**src/rtl/msgu_pkg.sv**
```systemverilog
package msgu_pkg;

    parameter int unsigned NCH   = 4;
    parameter int unsigned DW    = 32;
    parameter int unsigned NFLAG = 3;
    parameter int unsigned AW    = 6;

    localparam int unsigned IW = $clog2(NCH);
    localparam int unsigned WW = AW - 2;

    // bit group bases; channel n sits at base + NCH-1-n
    localparam int unsigned GP_BASE   = 28;
    localparam int unsigned RF_BASE   = 24;
    localparam int unsigned TE_BASE   = 20;
    localparam int unsigned REQ_BASE  = 16;
    localparam int unsigned FLG_ST_LO = 16;
    localparam int unsigned FLG_CT_LO = 0;

    typedef enum logic [2:0] {
        K_SEND = 3'd0,
        K_RECV = 3'd1,
        K_STAT = 3'd2,
        K_CTRL = 3'd3,
        K_NONE = 3'd4
    } reg_kind_e;

    typedef struct packed {
        reg_kind_e       kind;
        logic [IW-1:0]   idx;
    } dec_t;

    typedef struct packed {
        logic [NCH-1:0]   gie;
        logic [NCH-1:0]   rie;
        logic [NCH-1:0]   tie;
        logic [NFLAG-1:0] flags;
    } ctrl_t;

    function automatic int unsigned lane_bit(int unsigned base, int unsigned n);
        return base + NCH - 1 - n;
    endfunction

    function automatic dec_t decode_addr(logic [AW-1:0] a);
        dec_t          d;
        logic [WW-1:0] w;
        w     = a[AW-1:2];
        d.idx = w[IW-1:0];
        if (w < WW'(NCH))               d.kind = K_SEND;
        else if (w < WW'(2*NCH))        d.kind = K_RECV;
        else if (w == WW'(2*NCH))       d.kind = K_STAT;
        else if (w == WW'(2*NCH + 1))   d.kind = K_CTRL;
        else                            d.kind = K_NONE;
        return d;
    endfunction

endpackage

```
**src/rtl/msgu_lane.sv**
```systemverilog
module msgu_lane #(
    parameter int unsigned DW = msgu_pkg::DW
) (
    input  logic          clk,
    input  logic          rst,
    input  logic          wr_en,
    input  logic [DW-1:0] wr_data,
    input  logic          rd_en,
    output logic          full,
    output logic [DW-1:0] word
);

    always_ff @(posedge clk) begin
        if (rst) begin
            full <= 1'b0;
            word <= '0;
        end else if (wr_en) begin
            full <= 1'b1;
            word <= wr_data;
        end else if (rd_en) begin
            full <= 1'b0;
        end
    end

    assert_fill_R2: assert property (@(posedge clk) disable iff (rst)
        wr_en |=> full);

    assert_drain_R3: assert property (@(posedge clk) disable iff (rst)
        (rd_en && !wr_en) |=> !full);

    assert_word_hold_R4: assert property (@(posedge clk) disable iff (rst)
        !wr_en |=> $stable(word));

endmodule

```
**src/rtl/msgu_doorbell.sv**
```systemverilog
module msgu_doorbell (
    input  logic clk,
    input  logic rst,
    input  logic req_set,
    input  logic pend_clr,
    output logic req,
    output logic pend
);

    always_ff @(posedge clk) begin
        if (rst) begin
            req  <= 1'b0;
            pend <= 1'b0;
        end else begin
            req <= req_set;
            if (req)
                pend <= 1'b1;
            else if (pend_clr)
                pend <= 1'b0;
        end
    end

    assert_deliver_R5: assert property (@(posedge clk) disable iff (rst)
        req |=> pend);

    assert_req_drop_R5: assert property (@(posedge clk) disable iff (rst)
        (req && !req_set) |=> !req);

    assert_pend_sticky_R6: assert property (@(posedge clk) disable iff (rst)
        (pend && !pend_clr) |=> pend);

endmodule

```
**src/rtl/msgu_port.sv**
```systemverilog
module msgu_port
    import msgu_pkg::*;
(
    input  logic                    clk,
    input  logic                    rst,
    input  logic [AW-1:0]           addr,
    input  logic                    we,
    input  logic [DW-1:0]           wdata,
    input  logic                    re,
    output logic [DW-1:0]           rdata,
    output logic                    irq,
    output logic [NCH-1:0]          tx_wr,
    output logic [DW-1:0]           tx_data,
    input  logic [NCH-1:0]          tx_busy,
    input  logic [NCH-1:0]          rx_full,
    input  logic [NCH-1:0][DW-1:0]  rx_word,
    output logic [NCH-1:0]          rx_rd,
    output logic [NCH-1:0]          gp_set,
    input  logic [NCH-1:0]          gp_req,
    input  logic [NCH-1:0]          gp_pend,
    output logic [NCH-1:0]          gp_clr,
    output logic [NFLAG-1:0]        flags_out,
    input  logic [NFLAG-1:0]        flags_in
);

    dec_t          dec;
    logic          ctrl_wr;
    logic          stat_wr;
    ctrl_t         ctrl_q;
    logic [DW-1:0] stat_view;
    logic [DW-1:0] ctrl_view;

    assign dec     = decode_addr(addr);
    assign ctrl_wr = we && (dec.kind == K_CTRL);
    assign stat_wr = we && (dec.kind == K_STAT);
    assign tx_data = wdata;

    always_comb begin
        for (int n = 0; n < NCH; n++) begin
            tx_wr[n]  = we && (dec.kind == K_SEND) && (dec.idx == IW'(n));
            rx_rd[n]  = re && (dec.kind == K_RECV) && (dec.idx == IW'(n));
            gp_set[n] = ctrl_wr && wdata[lane_bit(REQ_BASE, n)];
            gp_clr[n] = stat_wr && wdata[lane_bit(GP_BASE, n)];
        end
    end

    always_ff @(posedge clk) begin
        if (rst) begin
            ctrl_q <= '0;
        end else if (ctrl_wr) begin
            for (int n = 0; n < NCH; n++) begin
                ctrl_q.gie[n] <= wdata[lane_bit(GP_BASE, n)];
                ctrl_q.rie[n] <= wdata[lane_bit(RF_BASE, n)];
                ctrl_q.tie[n] <= wdata[lane_bit(TE_BASE, n)];
            end
            ctrl_q.flags <= wdata[FLG_CT_LO +: NFLAG];
        end
    end

    assign flags_out = ctrl_q.flags;

    always_comb begin
        stat_view = '0;
        ctrl_view = '0;
        for (int n = 0; n < NCH; n++) begin
            stat_view[lane_bit(GP_BASE, n)]  = gp_pend[n];
            stat_view[lane_bit(RF_BASE, n)]  = rx_full[n];
            stat_view[lane_bit(TE_BASE, n)]  = ~tx_busy[n];
            ctrl_view[lane_bit(GP_BASE, n)]  = ctrl_q.gie[n];
            ctrl_view[lane_bit(RF_BASE, n)]  = ctrl_q.rie[n];
            ctrl_view[lane_bit(TE_BASE, n)]  = ctrl_q.tie[n];
            ctrl_view[lane_bit(REQ_BASE, n)] = gp_req[n];
        end
        stat_view[FLG_ST_LO +: NFLAG] = flags_in;
        ctrl_view[FLG_CT_LO +: NFLAG] = ctrl_q.flags;
    end

    assign irq = |(gp_pend & ctrl_q.gie) | |(rx_full & ctrl_q.rie) | |(~tx_busy & ctrl_q.tie);

    always_ff @(posedge clk) begin
        if (rst) begin
            rdata <= '0;
        end else if (re) begin
            case (dec.kind)
                K_RECV:  rdata <= rx_word[dec.idx];
                K_STAT:  rdata <= stat_view;
                K_CTRL:  rdata <= ctrl_view;
                default: rdata <= '0;
            endcase
        end
    end

    assert_ctrl_hold_R8: assert property (@(posedge clk) disable iff (rst)
        !ctrl_wr |=> $stable(ctrl_q));

    assert_irq_masked_R8: assert property (@(posedge clk) disable iff (rst)
        (ctrl_q.gie == '0 && ctrl_q.rie == '0 && ctrl_q.tie == '0) |-> !irq);

endmodule

```
**src/rtl/msgu_top.sv**
```systemverilog
module msgu_top
    import msgu_pkg::*;
(
    input  logic          clk,
    input  logic          rst,
    input  logic [AW-1:0] a_addr,
    input  logic          a_we,
    input  logic [DW-1:0] a_wdata,
    input  logic          a_re,
    output logic [DW-1:0] a_rdata,
    output logic          a_irq,
    input  logic [AW-1:0] b_addr,
    input  logic          b_we,
    input  logic [DW-1:0] b_wdata,
    input  logic          b_re,
    output logic [DW-1:0] b_rdata,
    output logic          b_irq
);

    localparam int unsigned NSIDE = 2;

    logic [NSIDE-1:0][AW-1:0]          s_addr;
    logic [NSIDE-1:0]                  s_we;
    logic [NSIDE-1:0][DW-1:0]          s_wdata;
    logic [NSIDE-1:0]                  s_re;
    logic [NSIDE-1:0][DW-1:0]          s_rdata;
    logic [NSIDE-1:0]                  s_irq;

    logic [NSIDE-1:0][NCH-1:0]         tx_wr;
    logic [NSIDE-1:0][DW-1:0]          tx_data;
    logic [NSIDE-1:0][NCH-1:0]         rx_rd;
    logic [NSIDE-1:0][NCH-1:0]         lane_full;   // indexed by sending side
    logic [NSIDE-1:0][NCH-1:0][DW-1:0] lane_word;
    logic [NSIDE-1:0][NCH-1:0]         gp_set;
    logic [NSIDE-1:0][NCH-1:0]         gp_clr;
    logic [NSIDE-1:0][NCH-1:0]         db_req;      // indexed by requesting side
    logic [NSIDE-1:0][NCH-1:0]         db_pend;
    logic [NSIDE-1:0][NFLAG-1:0]       flags;

    assign s_addr  = {b_addr,  a_addr};
    assign s_we    = {b_we,    a_we};
    assign s_wdata = {b_wdata, a_wdata};
    assign s_re    = {b_re,    a_re};
    assign a_rdata = s_rdata[0];
    assign b_rdata = s_rdata[1];
    assign a_irq   = s_irq[0];
    assign b_irq   = s_irq[1];

    for (genvar s = 0; s < NSIDE; s++) begin : g_side
        localparam int O = NSIDE - 1 - s;

        msgu_port u_port (
            .clk       (clk),
            .rst       (rst),
            .addr      (s_addr[s]),
            .we        (s_we[s]),
            .wdata     (s_wdata[s]),
            .re        (s_re[s]),
            .rdata     (s_rdata[s]),
            .irq       (s_irq[s]),
            .tx_wr     (tx_wr[s]),
            .tx_data   (tx_data[s]),
            .tx_busy   (lane_full[s]),
            .rx_full   (lane_full[O]),
            .rx_word   (lane_word[O]),
            .rx_rd     (rx_rd[s]),
            .gp_set    (gp_set[s]),
            .gp_req    (db_req[s]),
            .gp_pend   (db_pend[O]),
            .gp_clr    (gp_clr[s]),
            .flags_out (flags[s]),
            .flags_in  (flags[O])
        );

        for (genvar n = 0; n < NCH; n++) begin : g_chan
            msgu_lane #(.DW(DW)) u_lane (
                .clk     (clk),
                .rst     (rst),
                .wr_en   (tx_wr[s][n]),
                .wr_data (tx_data[s]),
                .rd_en   (rx_rd[O][n]),
                .full    (lane_full[s][n]),
                .word    (lane_word[s][n])
            );

            msgu_doorbell u_bell (
                .clk      (clk),
                .rst      (rst),
                .req_set  (gp_set[s][n]),
                .pend_clr (gp_clr[O][n]),
                .req      (db_req[s][n]),
                .pend     (db_pend[s][n])
            );
        end
    end

endmodule

```
**config.mk**
```make
export PLATFORM = sky130hd
export DESIGN_NAME = msgu_top
export DESIGN_NICKNAME = d
export VERILOG_FILES = /design/src/rtl/msgu_pkg.sv /design/src/rtl/msgu_lane.sv /design/src/rtl/msgu_doorbell.sv /design/src/rtl/msgu_port.sv /design/src/rtl/msgu_top.sv
export SDC_FILE = /design/constraint.sdc
export NUM_CORES = 1
export LEC_CHECK = 0
export BUFFER_PORTS_ARGS = -buffer_cell sky130_fd_sc_hd__buf_2
export CAP_MARGIN = 20
export CORE_MARGIN = 1.5
export CORE_UTILIZATION = 60
export CTS_CLUSTER_SIZE = 30
export DETAILED_ROUTE_END_ITERATION = 12
export GPL_ROUTABILITY_DRIVEN = 0
export PLACE_DENSITY_LB_ADDON = 0.15
export SLEW_MARGIN = 20
export SYNTH_ARGS = -nofsm -noshare
export SYNTH_HDL_FRONTEND = slang
export SYNTH_HIERARCHICAL = 1
export SYNTH_SLANG_ARGS = --single-unit
```
**constraint.sdc**
```tcl
create_clock -name clk -period 4.9 [get_ports clk]
set_clock_uncertainty 0.05 [all_clocks]
set_input_delay 1.47 -clock clk [delete_from_list [all_inputs] [get_ports clk]]
set_output_delay 1.47 -clock clk [all_outputs]
set_load 0.05 [all_outputs]
```
==> impl_metrics.json, run 1 <==
{
  "status": "complete, no violations",
  "slew_headroom_pct": 29.8,
  "area_growth_pct": 8.60,
  "r2r_slack_ns": 3.73,
  "cts_hold_buf": 0,
  "layout_commonest_cell": "dfxtp_1",
  "p_leak_nw": 6.55,
  "p_total_mw": 6.75,
  "detailed_place.area_sq_um": 16600,
  "powerDensity_nw_per_um2": 375,
  "worstPathRequired_ns": 3.38,
  "fin_crit_ns": 3.49,
  "worstHoldPathType": "reg -> reg",
  "cap_violations": 0,
  "rows": 60,
  "fin_crit_sh_pct": 71.2,
  "place.detailed.hpwl_um": 24300,
  "track_usage_pct": 27.2,
  "io_pins": 148,
  "timing.fmax_mhz": 287,
  "arrival_ns": 1.97,
  "cts_tree": "done",
  "initial_utilization_pct": 61.4,
  "htreeDepth": 2,
  "vias": 11500,
  "async_flop_share_pct": 0,
  "worst_slack_ns": 1.41,
  "path_delay_family": "flip-flops",
  "synth_cell_type_count": 37,
  "cp-end-kind": "primary output",
  "drive_gt1_share_pct": 19.2,
  "synth_edf_count": 0,
  "place_ws_ns": 1.08,
  "port_buffers": 143,
  "cp_slowest_stage_delay_ns": 0.46,
  "hold_violations": 0,
  "critPathLaunchType": "flip-flop",
  "die_x_um": 169,
  "ys_warn_count": 6,
  "synth_top_area_share_pct": 45.1,
  "setup-tns-final_ns": 0,
  "yosysTopAreaCell": "dfxtp_1",
  "clk_latency_ns": 0.53,
  "antenna_found_initial": 3,
  "critPathKind": "reg -> out",
  "crit_slowest_cell": "dfxtp_1",
  "vias_per_cell": 5.82,
  "layout.cells.most_common_list": "dfxtp_1, mux2i_1, nor2_1, buf_2, mux4_2",
  "wl_um": 38800,
  "drt_first_pass_iters": 5,
  "setup_viol": 0,
  "design_area_sq_um": 18000,
  "core_sq_um": 27000,
  "critPathMaxFanout": 5,
  "post_cts_buffers": 0,
  "crit_chain": "nor2b_1 > a2111oi_0 > nand3_1 > buf_2",
  "cts-root-buf": "clkbuf_16",
  "cts_resized": 0,
  "ant_nets": 0,
  "syn_inst": 1579,
  "post-route-drc-count": 0,
  "grt_max_degree": 105,
  "nets": 1680,
  "fin_hold_ws_ns": 0.418,
  "syn_nets": 1661,
  "irDropWorstVdd_mv": 0.345,
  "avgSynthCellArea_sq_um": 10.5,
  "clk_pin_slew_ns": 0.06,
  "drtIter0Drc": 767,
  "worst-slew-pin-transition_ns": 1.05,
  "ys_ff_latch": 374,
  "dp_cells": 1898,
  "ys.flop_type": "dfxtp_1",
  "yosysSeqAreaShare_pct": 45.1,
  "final_cells": 1971,
  "grt_pass1_wl_um": 61200,
  "drv_slew": 0,
  "grt-ovfl-total": 0,
  "crit_buf_inv": 1,
  "fp.dieArea_sq_um": 28700,
  "utilization_pct": 66.7,
  "yosys-top-cells-area": "dfxtp_1, mux2i_1, mux4_2",
  "die_y_um": 169,
  "grt_pass1_vias": 11200,
  "cts_max_path_buffers": 3,
  "clock_sinks": 374,
  "rsz0062_at_grt": "false",
  "numCtsBuffers": 39,
  "syn_area_sq_um": 16600,
  "avgRoutedWirePerCell_um": 19.7
}
metal layers:
| metal | track usage, % | wire [um] | part of all wire [%] |
|---|---|---|---|
| met5 | 0 | 10 | 0.026 |
| met4 | 11.4 | 1530 | 3.9 |
| met3 | 4.01 | 1880 | 4.8 |
| met2 | 44.2 | 18100 | 47 |
| met1 | 36.3 | 17300 | 44 |
Yosys cell counts, drive strengths merged, types with 8 or more instances:
master    n
a21oi    62
a22o     30
a32oi     8
and2      9
and3      8
buf     154
clkbuf   36
dfxtp   374
inv      25
mux2i   294
mux4     56
nand2    54
nand2b   36
nand3    34
nor2    270
nor2b    21
o211ai   22
o21ai    38
o22a      8
o31ai     8
flip-flops by register name, summed over array words and instances, names as in the netlist:
| name | count |
|---|---|
| g_side.g_chan.u_lane/word | 256 |
| g_side.u_port/rdata | 64 |
| g_side.u_port/ctrl_q | 24 |
| g_side.g_chan.u_bell/pend | 8 |
| g_side.g_chan.u_bell/req | 8 |
| g_side.g_chan.u_lane/full | 8 |
| g_side.u_port/flags_out | 6 |
final timing paths:
path,start,to,cells past startpoint
worst max-delay path,g_side[0].g_chan[2].u_lane/full,a_irq,4
worst min-delay path,g_side[0].u_port/rdata[4],g_side[0].u_port/rdata[4],1
worst max register to register,g_side[0].g_chan[3].u_lane/word[26],g_side[1].u_port/rdata[26],3
worst min register to register,g_side[0].u_port/rdata[4],g_side[0].u_port/rdata[4],1
where the power goes:
part	leakage (nW)	switching, mW	internal, mW	total, mW
Sequential	3.02	0.0202	3.07	3.09
Clock	0.722	1.21	2.08	3.29
Combinational	2.81	0.240	0.127	0.367
Total	6.55	1.47	5.28	6.75
cells by family after synthesis:
family	count (synthesis)	synth area share, %
flip-flops	374	45.1
AND/OR/NAND/NOR	458	12.5
multiplexers	350	25.3
AO/OA/AOI/OAI	182	7.30
buffers and inverters	215	9.79
layout make-up:
type	instances	area (sq um)
multi-input cells	990	7540
clock buffers	53	1160
diodes	2	5.00
inverters	25	93.8
fillers	2195	9000
well taps	341	427
flip-flops and latches	374	7490
repair buffers	168	1010
clock inverters	18	293
No activity file was read; power rests on OpenSTA's default activity.
==> run 2, diff against run 1 <==
==> constraint.sdc (replaced) <==
create_clock -name clk -period 3.5 [get_ports clk]
set_clock_uncertainty 0.05 [all_clocks]
set_input_delay 1.05 -clock clk [delete_from_list [all_inputs] [get_ports clk]]
set_output_delay 1.05 -clock clk [all_outputs]
set_load 0.05 [all_outputs]
==> run 2 against run 1 <==
  * First-iteration DRC count rose by 16%
  * Sequential power is 40% higher
  * Worst setup slack got worse by 1.0 ns
  * Design area decreased by 0.73%
  * Clock power increased by 24%
  * Combinational power up 41%
  * Core utilization shrank 0.49 points
  * Non-clock buffer count grew 11
  * Total power is 32% higher
  * Via count shrank 0.79%
==> impl_metrics.json, run 2 (same netlist as run 1, synthesis figures left out) <==
{
  "status": "complete, no violations",
  "cp.depth": 4,
  "antenna_found_initial": 1,
  "post-route-drc-count": 0,
  "crit_slowest_cell": "a2111oi_0",
  "grt-ovfl-total": 0,
  "initial_utilization_pct": 61.4,
  "post_cts_buffers": 0,
  "fin_hold_ws_ns": 0.418,
  "startpoint": "g_side[0].g_chan[2].u_lane/full",
  "drt_first_pass_iters": 5,
  "worst_slack_ns": 0.389,
  "core_sq_um": 27000,
  "fillers": 2222,
  "top_register": "g_side.g_chan.u_lane/word",
  "arrival_ns": 2.01,
  "critPathLaunchType": "flip-flop",
  "grt_pass1_vias": 11100,
  "rsz0062_at_grt": "false",
  "vias": 11400,
  "cts_resized": 0,
  "cts_tree": "done",
  "wl_um": 38400,
  "cp_slowest_stage_delay_ns": 0.49,
  "place.detailed.hpwl_um": 24900,
  "timing.fmax_mhz": 321,
  "design_area_sq_um": 17900,
  "critPathMaxFanout": 5,
  "track_usage_pct": 27.0,
  "fin_crit_sh_pct": 88.9,
  "ant_nets": 0,
  "grt_max_degree": 75,
  "layout.cells.most_common_list": "dfxtp_1, mux2i_1, nor2_1, buf_2, mux4_2",
  "cts_max_path_buffers": 3,
  "nets": 1691,
  "setup_viol": 0,
  "cap_violations": 0,
  "crit_path_end": "a_irq",
  "r2r_slack_ns": 2.30,
  "io_pins": 148,
  "p_leak_nw": 6.51,
  "area_growth_pct": 7.81,
  "detailed_place.area_sq_um": 16600,
  "slew_headroom_pct": 36.7,
  "drtIter0Drc": 888,
  "drv_slew": 0,
  "p_total_mw": 8.93,
  "place_ws_ns": 0.512,
  "cts_hold_buf": 0,
  "irDropWorstVdd_mv": 0.454,
  "path_delay_family": "compound AO/OA/AOI/OAI gates",
  "htreeDepth": 2,
  "clk_pin_slew_ns": 0.06,
  "fin_crit_ns": 3.11,
  "rr_worst_depth": 3,
  "die_y_um": 169,
  "setup-tns-final_ns": 0,
  "reg_top3": "g_side.g_chan.u_lane/word x256, g_side.u_port/rdata x64, g_side.u_port/ctrl_q x24",
  "crit_chain": "nor2b_1 > a2111oi_0 > nand3_1 > buf_2",
  "powerDensity_nw_per_um2": 499,
  "diodes": 0,
  "rows": 60,
  "hold_violations": 0,
  "die_x_um": 169,
  "cp-end-kind": "primary output",
  "grt_pass1_wl_um": 61000,
  "worst-slew-pin-transition_ns": 0.950,
  "numCtsBuffers": 39,
  "cts-root-buf": "clkbuf_16",
  "crit_buf_inv": 1,
  "layout_commonest_cell": "dfxtp_1",
  "vias_per_cell": 5.76,
  "clk_latency_ns": 0.52,
  "worstHoldPathType": "reg -> reg",
  "reg2reg_from": "g_side[0].g_chan[3].u_lane/word[18]",
  "port_buffers": 143,
  "drive_gt1_share_pct": 19.1,
  "fp.dieArea_sq_um": 28700,
  "critPathKind": "reg -> out",
  "r2r-end": "g_side[1].u_port/rdata[18]",
  "largest_reg_flops": 256,
  "worstPathRequired_ns": 2.40,
  "avgRoutedWirePerCell_um": 19.4,
  "clock_sinks": 374
}
## run 2: cell count changes in the layout (fill, tap and decap cells not counted), sizes merged
| cell | delta |
|---|---|
| clkinvlp | -1 |
| clkbuf | +9 |
| buf | +11 |
| clkinv | -4 |
| diode | -2 |
| bufinv | -7 |
## run 2: how the worst min path moves through the flow
stage	cells after the start	start	to
after global placement	1	g_side[0].u_port/rdata[4]	g_side[0].u_port/rdata[4]
after CTS	2	g_side[1].u_port/rdata[30]	g_side[1].u_port/rdata[30]
after detailed placement	1	g_side[0].u_port/rdata[4]	g_side[0].u_port/rdata[4]
after global routing	1	g_side[1].u_port/rdata[5]	g_side[1].u_port/rdata[5]
after floorplan	2	g_side[0].g_chan[1].u_bell/req	g_side[0].g_chan[1].u_bell/pend
final	1	g_side[0].u_port/rdata[4]	g_side[0].u_port/rdata[4]
## run 2: power by group
group / leakage, nW / internal, mW / switching, mW
Clock: 0.630 / 2.44 / 1.63
Combinational: 2.87 / 0.184 / 0.334
Sequential: 3.02 / 4.31 / 0.0286
## run 2: final cells by class
type / instances / area (sq um) / share of cell area [%]
multi-input combinational: 990 / 7540 / 42.2
sequential: 374 / 7490 / 41.8
clock buffer: 62 / 1210 / 6.79
timing repair buffer: 179 / 1070 / 5.99
tap: 341 / 427 / 2.38
inverter: 25 / 93.8 / 0.524
clock inverter: 6 / 55.1 / 0.308
## run 2: through the flow
step / std cells / utilization [%]
after floorplan: 1579 / -
after CTS: 1977 / 66.2
after detailed placement: 1909 / 61.5
after global routing: 1977 / 66.2
final: 1977 / 66.2
after global placement: 1909 / 61.5
## run 2: per-layer routing
layer,track usage [%],up-vias,wire length [um]
met3,3.89,65,1710
met1,36.8,5558,17500
met5,0,-,13
met2,44.4,263,18200
met4,8.58,2,934
li1,-,5490,-
==> run 3, diff against run 2 <==
==> constraint.sdc (replaced) <==
create_clock -name clk -period 4 [get_ports clk]
set_clock_uncertainty 0.05 [all_clocks]
set_input_delay 1.2 -clock clk [delete_from_list [all_inputs] [get_ports clk]]
set_output_delay 1.2 -clock clk [all_outputs]
set_load 0.05 [all_outputs]
==> run 3 against run 2 <==
  * Sequential share of layout area hardly changed
  * Count of clock-buffer cells in the layout is 10 lower
  * First-iteration DRC count is 2.5% lower
  * Total power is 12% lower
  * Design area hardly changed
  * Hold slack better by 0.0025 ns
  * Wire length is 0.30% lower
  * Non-clock buffer count is 5 lower
  * Global-route usage is 0.098 points higher
  * Largest cell class unchanged
  * Critical endpoint unchanged
==> impl_metrics.json, run 3 (same netlist as run 1, synthesis figures left out) <==
{
  "status": "complete, no violations",
  "rsz0062_at_grt": "false",
  "clkPwrFrac_pct": 46.2,
  "vias_per_cell": 5.80,
  "place.detailed.hpwl_um": 24900,
  "grt_pass1_vias": 11400,
  "clk_latency_ns": 0.53,
  "irDropWorstVdd_mv": 0.370,
  "htreeDepth": 2,
  "crit_chain": "nor2b_1 > a2111oi_0 > nand3_1 > buf_2",
  "fillers": 2243,
  "cts-root-buf": "clkbuf_16",
  "arrival_ns": 2.05,
  "cts_max_path_buffers": 3,
  "clk_pin_slew_ns": 0.06,
  "path_delay_family": "compound AO/OA/AOI/OAI gates",
  "ant_nets": 0,
  "post-route-drc-count": 0,
  "cp-end-kind": "primary output",
  "top_register": "g_side.g_chan.u_lane/word",
  "fin_crit_sh_pct": 82.4,
  "vias": 11500,
  "nets": 1687,
  "post_cts_buffers": 0,
  "clock_sinks": 374,
  "cts_tree": "done",
  "cap_violations": 0,
  "critPathMaxFanout": 5,
  "avgRoutedWirePerCell_um": 19.4,
  "numCtsBuffers": 40,
  "dp_cells": 1904,
  "p_leak_nw": 6.51,
  "die_x_um": 169,
  "setup_viol": 0,
  "largest_reg_flops": 256,
  "p_total_mw": 7.89,
  "power.switching_mw": 1.79,
  "power_frac_seq_pct": 48.1,
  "multi_input_area_sq_um": 7540,
  "swShare_pct": 22.6,
  "setup-tns-final_ns": 0,
  "reg_top3": "g_side.g_chan.u_lane/word x256, g_side.u_port/rdata x64, g_side.u_port/ctrl_q x24",
  "drv_slew": 0,
  "slew_headroom_pct": 40.5,
  "timing.fmax_mhz": 303,
  "layout.cells.most_common_list": "dfxtp_1, mux2i_1, nor2_1, buf_2, mux4_2",
  "wl_um": 38300,
  "layout_commonest_cell": "dfxtp_1",
  "crit_slowest_cell": "a2111oi_0",
  "grt_max_degree": 69,
  "drive_gt1_share_pct": 19.2,
  "critPathLaunchType": "flip-flop",
  "critPathKind": "reg -> out",
  "drtIter0Drc": 866,
  "track_usage_pct": 27.1,
  "initial_utilization_pct": 61.4,
  "grt_pass1_wl_um": 61400,
  "worst-slew-pin-transition_ns": 0.892,
  "antenna_found_initial": 3,
  "io_pins": 148,
  "crit_buf_inv": 1,
  "p_int_mw": 6.10,
  "register_area_sq_um": 7490,
  "cts_hold_buf": 0,
  "fp.dieArea_sq_um": 28700,
  "worstPathRequired_ns": 2.75,
  "cp_slowest_stage_delay_ns": 0.51,
  "core_sq_um": 27000,
  "worstHoldPathType": "reg -> reg",
  "rows": 60,
  "grt-ovfl-total": 0,
  "hold_violations": 0,
  "p_comb_share_pct": 5.7,
  "final_cells": 1975,
  "port_buffers": 143,
  "area_growth_pct": 7.76,
  "powerDensity_nw_per_um2": 441,
  "fin_crit_ns": 3.30,
  "cts_resized": 0,
  "drt_first_pass_iters": 5,
  "die_y_um": 169
}
[run 3: cell count changes in the layout (fill, tap and decap cells not counted), sizes merged]
cell    delta
clkbuf    -10
clkinv     +7
buf        -5
bufinv     +2
diode      +2
inv        +2
[run 3: stage by stage]
stage / instance area, sq um / setup slack (ns) / hold slack, ns / util (%)
after floorplan: 16600 / 1.36 / 0.376 / -
final: 17900 / 0.703 / 0.421 / 66.2
after global placement: 16600 / 0.748 / 0.401 / 61.4
after global routing: 17900 / 0.545 / 0.437 / 66.2
after detailed placement: 16600 / 0.693 / 0.408 / 61.4
after CTS: 17900 / 0.737 / 0.423 / 66.2
[run 3: routing by layer]
layer  track usage (%)  vias up  routed length [um]
li1                  -     5482                   -
met1              36.9     5608               17700
met2              43.7      284               17600
met3              3.80       81                1680
met4              10.8        2                1350
met5                 0        -                   7
[run 3: power by group through the flow]
stage          clock, mW  combinational, mW  sequential (mW)
3_5_place_dp           0              0.448             3.87
3_3_place_gp           0              0.443             3.87
5_1_grt             3.86              0.487             3.79
4_1_cts             3.71              0.450             3.79
6_report            3.65              0.450             3.79
2_1_floorplan          0              0.363             3.87
[run 3: final timing paths]
path                                      start                         end  slack, ns  depth (start not counted)
min reg2reg          g_side[1].u_port/rdata[13]  g_side[1].u_port/rdata[13]       0.42                          1
max             g_side[0].g_chan[2].u_lane/full                       a_irq       0.70                          4
max reg2reg  g_side[0].g_chan[3].u_lane/word[4]   g_side[1].u_port/rdata[4]       2.84                          2
min                  g_side[1].u_port/rdata[13]  g_side[1].u_port/rdata[13]       0.42                          1
[run 3: area by class of cell]
type	instances	share of cell area (%)
antenna	2	0.0280
clock buffer	52	6.30
clock inverter	17	0.937
inverter	25	0.525
multi-input combinational	990	42.2
sequential	374	41.9
tap	341	2.39
timing repair buffer	174	5.78
[run 3: worst register-to-register path, delay by kind of cell (launching register included)]
family             cells  cell delay, ns
DFF                    1            0.31
muxes                  1            0.46
AOI/OAI and AO/OA      1            0.24
